==> src/rtl/ctx_pkg.sv <==
package ctx_pkg;

  typedef enum logic [2:0] {
    SUB_LONG64 = 3'd0,
    SUB_COMPAT = 3'd1,
    SUB_PROT   = 3'd2,
    SUB_V86    = 3'd3,
    SUB_REAL   = 3'd4
  } submode_e;

  // Bit order matches the summary layout, MSB first.
  typedef struct packed {
    logic [1:0] stk;
    logic [1:0] alt_addr;
    logic [1:0] def_addr;
    logic [1:0] alt_op;
    logic [1:0] def_op;
    logic       prot;
    logic       paging;
    logic [1:0] cpl;
    submode_e   sub;
    logic       mode;
  } summary_t;

  localparam int SUM_W = $bits(summary_t);

  // Fields pulled out of the source words.
  typedef struct packed {
    logic       lma;
    logic       pe;
    logic       pg;
    logic       vm;
    logic [1:0] cs_cpl;
    logic       cs_def;
    logic       cs_long;
    logic       ss_def;
  } src_view_t;

  function automatic submode_e pick_submode(input src_view_t v);
    if (v.lma)      return v.cs_long ? SUB_LONG64 : SUB_COMPAT;
    else if (!v.pe) return SUB_REAL;
    else            return v.vm ? SUB_V86 : SUB_PROT;
  endfunction

  // Returns {default, alternate}.
  function automatic logic [3:0] op_codes(input logic is64, input logic cs_def);
    return (is64 || cs_def) ? {2'd2, 2'd1} : {2'd1, 2'd2};
  endfunction

  function automatic logic [3:0] addr_codes(input logic is64, input logic cs_def);
    if (is64)        return {2'd3, 2'd2};
    else if (cs_def) return {2'd2, 2'd1};
    else             return {2'd1, 2'd2};
  endfunction

  function automatic logic [1:0] stack_code(input logic is64, input logic ss_def);
    if (is64)        return 2'd3;
    else if (ss_def) return 2'd2;
    else             return 2'd1;
  endfunction

endpackage

==> src/rtl/ctx_src_slot.sv <==
// One held source register; exposes the value a recompute must use this cycle.
module ctx_src_slot #(
  parameter int W = 32
) (
  input  logic         clk,
  input  logic         rst_n,
  input  logic         we,
  input  logic [W-1:0] wdata,
  output logic [W-1:0] view
);
  logic [W-1:0] held_q;

  always_ff @(posedge clk) begin
    if (!rst_n)  held_q <= '0;
    else if (we) held_q <= wdata;
  end

  assign view = we ? wdata : held_q;
endmodule

==> src/rtl/ctx_mode_decode.sv <==
module ctx_mode_decode
  import ctx_pkg::*;
(
  input  src_view_t v,
  output summary_t  s
);
  submode_e   sub;
  logic       is64;
  logic [3:0] op_pair;
  logic [3:0] ad_pair;

  always_comb begin
    sub     = pick_submode(v);
    is64    = (sub == SUB_LONG64);
    op_pair = op_codes(is64, v.cs_def);
    ad_pair = addr_codes(is64, v.cs_def);
    s.mode     = v.lma;
    s.sub      = sub;
    s.cpl      = v.cs_cpl;
    s.paging   = v.pg;
    s.prot     = v.pe;
    s.def_op   = op_pair[3:2];
    s.alt_op   = op_pair[1:0];
    s.def_addr = ad_pair[3:2];
    s.alt_addr = ad_pair[1:0];
    s.stk      = stack_code(is64, v.ss_def);
  end
endmodule

==> src/rtl/ctx_summary_reg.sv <==
module ctx_summary_reg
  import ctx_pkg::*;
(
  input  logic     clk,
  input  logic     rst_n,
  input  logic     load,
  input  summary_t next_sum,
  output summary_t sum_q
);
  always_ff @(posedge clk) begin
    if (!rst_n)    sum_q <= '0;
    else if (load) sum_q <= next_sum;
  end
endmodule

==> src/rtl/ctx_summary_unit.sv <==
module ctx_summary_unit
  import ctx_pkg::*;
#(
  parameter int FEAT_W   = 64,
  parameter int LMA_POS  = 10,
  parameter int CTL_W    = 32,
  parameter int PE_POS   = 0,
  parameter int PG_POS   = 31,
  parameter int ATTR_W   = 16,
  parameter int CPL_LSB  = 0,
  parameter int DEF_POS  = 2,
  parameter int LONG_POS = 3,
  parameter int FLAGS_W  = 32,
  parameter int VM_POS   = 17
) (
  input  logic               clk,
  input  logic               rst_n,
  input  logic               feat_we,
  input  logic [FEAT_W-1:0]  feat_wdata,
  input  logic               ctl_we,
  input  logic [CTL_W-1:0]   ctl_wdata,
  input  logic               cattr_we,
  input  logic [ATTR_W-1:0]  cattr_wdata,
  input  logic               sattr_we,
  input  logic [ATTR_W-1:0]  sattr_wdata,
  input  logic               flags_we,
  input  logic [FLAGS_W-1:0] flags_wdata,
  input  logic               refresh,
  output logic [SUM_W-1:0]   summary
);
  logic [FEAT_W-1:0]  feat_v;
  logic [CTL_W-1:0]   ctl_v;
  logic [ATTR_W-1:0]  cattr_v;
  logic [ATTR_W-1:0]  sattr_v;
  logic [FLAGS_W-1:0] flags_v;

  ctx_src_slot #(.W(FEAT_W))  u_feat  (.clk, .rst_n, .we(feat_we),  .wdata(feat_wdata),  .view(feat_v));
  ctx_src_slot #(.W(CTL_W))   u_ctl   (.clk, .rst_n, .we(ctl_we),   .wdata(ctl_wdata),   .view(ctl_v));
  ctx_src_slot #(.W(ATTR_W))  u_cattr (.clk, .rst_n, .we(cattr_we), .wdata(cattr_wdata), .view(cattr_v));
  ctx_src_slot #(.W(ATTR_W))  u_sattr (.clk, .rst_n, .we(sattr_we), .wdata(sattr_wdata), .view(sattr_v));
  ctx_src_slot #(.W(FLAGS_W)) u_flags (.clk, .rst_n, .we(flags_we), .wdata(flags_wdata), .view(flags_v));

  src_view_t view_s;
  always_comb begin
    view_s.lma     = feat_v[LMA_POS];
    view_s.pe      = ctl_v[PE_POS];
    view_s.pg      = ctl_v[PG_POS];
    view_s.vm      = flags_v[VM_POS];
    view_s.cs_cpl  = cattr_v[CPL_LSB +: 2];
    view_s.cs_def  = cattr_v[DEF_POS];
    view_s.cs_long = cattr_v[LONG_POS];
    view_s.ss_def  = sattr_v[DEF_POS];
  end

  // Named events for the checker.
  logic     src_write_evt;
  logic     load_evt;
  summary_t next_sum;
  summary_t sum_q;

  assign src_write_evt = feat_we | ctl_we | cattr_we | sattr_we | flags_we;
  assign load_evt      = src_write_evt | refresh;

  ctx_mode_decode u_dec (.v(view_s), .s(next_sum));

  ctx_summary_reg u_reg (.clk, .rst_n, .load(load_evt), .next_sum(next_sum), .sum_q(sum_q));

  assign summary = sum_q;
endmodule

==> config.mk <==
export PLATFORM = sky130hd
export DESIGN_NAME = ctx_summary_unit
export DESIGN_NICKNAME = d
export VERILOG_FILES = /design/src/rtl/ctx_pkg.sv /design/src/rtl/ctx_src_slot.sv /design/src/rtl/ctx_mode_decode.sv /design/src/rtl/ctx_summary_reg.sv /design/src/rtl/ctx_summary_unit.sv
export SDC_FILE = /design/constraint.sdc
export NUM_CORES = 1
export LEC_CHECK = 0
export ABC_AREA = 1
export BUFFER_PORTS_ARGS = -buffer_cell sky130_fd_sc_hd__buf_2
export CAP_MARGIN = 20
export CORE_MARGIN = 10
export CORE_UTILIZATION = 26
export DETAILED_ROUTE_END_ITERATION = 16
export GPL_ROUTABILITY_DRIVEN = 0
export PLACE_DENSITY = 0.8
export SLEW_MARGIN = 20
export SYNTH_ARGS = -nofsm -noshare
export SYNTH_HDL_FRONTEND = slang
export SYNTH_SLANG_ARGS = --single-unit
==> constraint.sdc <==
create_clock -name clk -period 1.1 [get_ports clk]
set_input_delay 0.11 -clock clk [delete_from_list [all_inputs] [get_ports clk]]
set_output_delay 0.11 -clock clk [all_outputs]
set_load 0.05 [all_outputs]
# Word-level counts from Yosys, hierarchy flattened
# Cells that the tools add are included.
dict set report op_classes {
  reduce_logical 2
  mux 14
  n_bitwise 5
}
# cell n
set op_table {}
lappend op_table {{$mux W32} 1}
lappend op_table {{$mux W18} 1}
lappend op_table {{$mux W4} 4}
lappend op_table {{$mux W11} 1}
lappend op_table {{$mux W3} 3}
lappend op_table {{$or A1 B1 Y1} 5}
lappend op_table {{$mux W2} 2}
lappend op_table {{$logic_not A3 Y1} 1}
lappend op_table {{$mux W1} 2}
lappend op_table {{$logic_or A1 B1 Y1} 1}
dict set report totals {
  inputBits 168
  ff_bits 86
  word_cells 40
}

# Longest topological paths before layout
dict set report depth {
  word_depth 7
  mapped_depth 8
  ltp_nobuf 8
}

# Cells and area by module
# From an unflattened synthesis, not the netlist that was laid out.
dict set report unflattened {
  hier_cells 1481
  hier_area_um2 9390.3
}
# mod n_inst cells_per_inst area_each_um2 seq_area_each_um2
set modules_own_cells {}
lappend modules_own_cells {{ctx_src_slot at u_ctl ...} 2 268 1794.2 640.6}
lappend modules_own_cells {{ctx_src_slot at u_feat} 1 533 3140.5 1281.2}
lappend modules_own_cells {{ctx_src_slot at u_cattr ...} 2 134 873.3 320.3}
lappend modules_own_cells {ctx_summary_reg 1 114 758.2 360.3}
lappend modules_own_cells {ctx_mode_decode 1 26 140.1 0.0}
lappend modules_own_cells {ctx_summary_unit 1 4 16.3 0.0}

# Worst setup path before layout
# No wires, ideal clock.
dict set report synth_timing {
  path_type {reg-to-output}
  from {register, netlist name u_reg.sum_q[13]}
  to {output summary[10]}
  n_path_buf 1
  required_time_ns 0.990
  setup_slack_ns 0.057
  path_stages_with_launch 2
  t_arrival_ns 0.933
  path_cell_list {dfxtp_1 buf_4}
}
# element line_no
set synth_rtl {}
lappend synth_rtl {{to (decl)} ctx_summary_unit.sv:29} ;# output logic [SUM_W-1:0] summary

==> impl_metrics.json <==
{
  "status": "complete, no violations",
  "synthesis.instances": 137,
  "crit_buf_inv": 1,
  "die-area_um2": 6790,
  "grtUsageTotal_pct": 7.33,
  "setup.worst_path.end_class": "output port",
  "cts-resized-gates": 0,
  "antenna_found_initial": 0,
  "drc": 0,
  "cp_max_fo": 3,
  "synth_flop_cell": "dfxtp_1",
  "max_freq_mhz": 976,
  "dr.first_iter.drc_count": 48,
  "fp.coreArea_um2": 3720,
  "ys_top_cells_by_area": "dfxtp_1 (45%), nand2_1 (13%), nor2_1 (10%)",
  "grt_pass1_vias": 879,
  "rsz0062_at_grt": "no",
  "n_antenna_cell": 0,
  "post_cts_buffers": 0,
  "synth_xor_xnor_area_share_pct": 0,
  "final_nets": 340,
  "rows": 22,
  "dp_hpwl_um": 2030,
  "fp.dieH_um": 82.4,
  "clock_path_buffers": 2,
  "finalSetupViolCount": 0,
  "cts.htree.levels": 1,
  "synth.distinct_cells": 19,
  "setup_ws_ns": 0.0754,
  "synth.top_cell.area_share_pct": 45.5,
  "synth_top_family_by_area": "simple AND/OR/NAND/NOR gates",
  "yosysMostFrequentCell": "nand2_1",
  "synth_commonest_cells": "nand2_1 (34), nor2_1 (28), dfxtp_1 (23)",
  "tightest_slew_ns": 0.332,
  "fin_hold_ws_ns": 0.130,
  "finalCriticalPeriod_ns": 1.02,
  "drt-pass1-iter-count": 4,
  "wl_met2_um": 1110,
  "synth_compound_area_share_pct": 6.43,
  "port_buffers": 34,
  "die_x_um": 82.4,
  "overflow": 0,
  "pwr-share-comb_pct": 23.5,
  "cp_slowest_cell": "dfxtp_1",
  "topRoutingLayerUsed": "met4",
  "area_growth_pct": 24.1,
  "holdCritPathClass": "in -> reg",
  "p_clk_share_pct": 27.9,
  "switching_share_pct": 32.8,
  "clock-sinks": 23,
  "netlist_area_um2": 1010,
  "drt-met1-wl_um": 1100,
  "start_kind": "register",
  "ys_async_sr_fraction_pct": 0,
  "syn_nets": 305,
  "ys_ff_latch": 23,
  "skew_ns": 0.000914,
  "synthMuxAreaShare_pct": 0,
  "clockRootBuffer": "clkbuf_8",
  "clkLatencyLatePin_ns": 0.26,
  "hold_viol_final": 0,
  "max_stage_delay_ns": 0.37,
  "maxCapViolations": 0,
  "finish.instance_area_um2": 1260,
  "relSlewSlack_pct": 77.6,
  "synth_edf_count": 0,
  "dpl_cell_area_um2": 1210,
  "setup_tns_ns": 0,
  "grt_pass1_wl_um": 3910,
  "p_int_w": 0.00126,
  "min_period_over_period_pct": 93.1,
  "yosysTopAreaCell": "dfxtp_1",
  "yosysSeqAreaShare_pct": 45.5,
  "power_density_nw_per_um2": 1500,
  "worstPathRequired_ns": 0.99,
  "cts_tree": "done",
  "ant_nets": 0,
  "avgSynthCellArea_um2": 7.39,
  "peakVddDrop_mv": 0.996,
  "ios": 186,
  "numCtsBuffers": 3,
  "crit_type": "reg -> out",
  "wire_per_inst_um": 11.2,
  "p_sw_w": 0.000618,
  "final_layout_size_suffix_gt1_share_pct": 32.2,
  "yosys.area_share.simple_pct": 37.1,
  "wl_met3_um": 234,
  "postCtsHoldBufs": 0,
  "totalWireLength_um": 2460,
  "ys_warn_count": 0,
  "grt_max_degree": 23,
  "num_vias": 901,
  "crit_family": "flip-flops",
  "synthAdderAreaFrac_pct": 0,
  "start_util_pct": 27.2,
  "clkTransAtPathRegs_ns": 0.08,
  "dp_worst_setup_slack_ns": 0.0182,
  "pwr-share-seq_pct": 48.7,
  "p_leak_nw": 0.690,
  "drv_slew": 0,
  "crit_chain": "buf_2",
  "viasPerCell": 4.11,
  "worstPathArrival_ns": 0.91,
  "power_w": 0.00188
}
-- power by group through the flow --
| stage | sequential (W) | combinational (W) | clock, W |
|---|---|---|---|
| after floorplan | 0.00107 | 0.000200 | 0 |
| after global placement | 0.000934 | 0.000442 | 0 |
| after detailed placement | 0.000936 | 0.000448 | 0 |
| after CTS | 0.000917 | 0.000449 | 0.000541 |
| after global routing | 0.000921 | 0.000482 | 0.000576 |
| final | 0.000916 | 0.000441 | 0.000524 |
-- flip-flops by register name (all words and copies together), names as in the netlist --
name and count:
u_reg.sum_q 14, u_ctl.held_q 2, u_sattr.held_q 1, u_cattr.held_q 4, u_flags.held_q 1, u_feat.held_q 1
-- cell usage in the layout, fill, tap and decap left out, drive strengths merged --
| cell | synthesis | layout |
|---|---|---|
| clkinv | 0 | 1 |
| inv | 13 | 13 |
| or2 | 3 | 3 |
| nand4 | 3 | 3 |
| nor2 | 32 | 32 |
| clkbuf | 0 | 3 |
| a21oi | 4 | 4 |
| nand2 | 36 | 36 |
| o21ai | 9 | 9 |
| dfxtp | 23 | 23 |
| nand3 | 6 | 6 |
| buf | 8 | 38 |
-- logic make-up after synthesis --
family,count (synthesis)
simple gates,80
flops,23
buf+inv,21
compound gates,13
-- final cells by class --
type | count | area (µm²)
clock buffer | 3 | 41.3
multi-input combinational | 93 | 440
clock inverter | 1 | 5.00
inverter | 13 | 48.8
timing repair buffer | 38 | 200
fill | 405 | 2460
tap | 48 | 60.1
sequential | 23 | 460
-- worst paths after layout --
kind | from | end | slack [ns] | cells after the start
worst min register to register | u_flags.held_q[17] | u_flags.held_q[17] | 0.48 | 2
worst max register to register | u_cattr.held_q[0] | u_reg.sum_q[4] | 0.13 | 5
worst max-delay path | u_reg.sum_q[8] | summary[11] | 0.08 | 1
worst min-delay path | flags_wdata[17] | u_flags.held_q[17] | 0.13 | 3
-- metal layers --
| metal | up-vias | global-route usage, % |
|---|---|---|
| met5 | - | 0 |
| met4 | 0 | 2.04 |
| met3 | 2 | 4.10 |
| li1 | 485 | - |
| met1 | 391 | 8.07 |
| met2 | 23 | 11.9 |
-- stage by stage --
step	util (%)	cells
floorplan	-	137
global placement	32.6	215
detailed placement	32.6	215
CTS	33.8	219
global route	33.8	219
finish	33.8	219
Note: power is estimated with default switching activity, not from simulation.
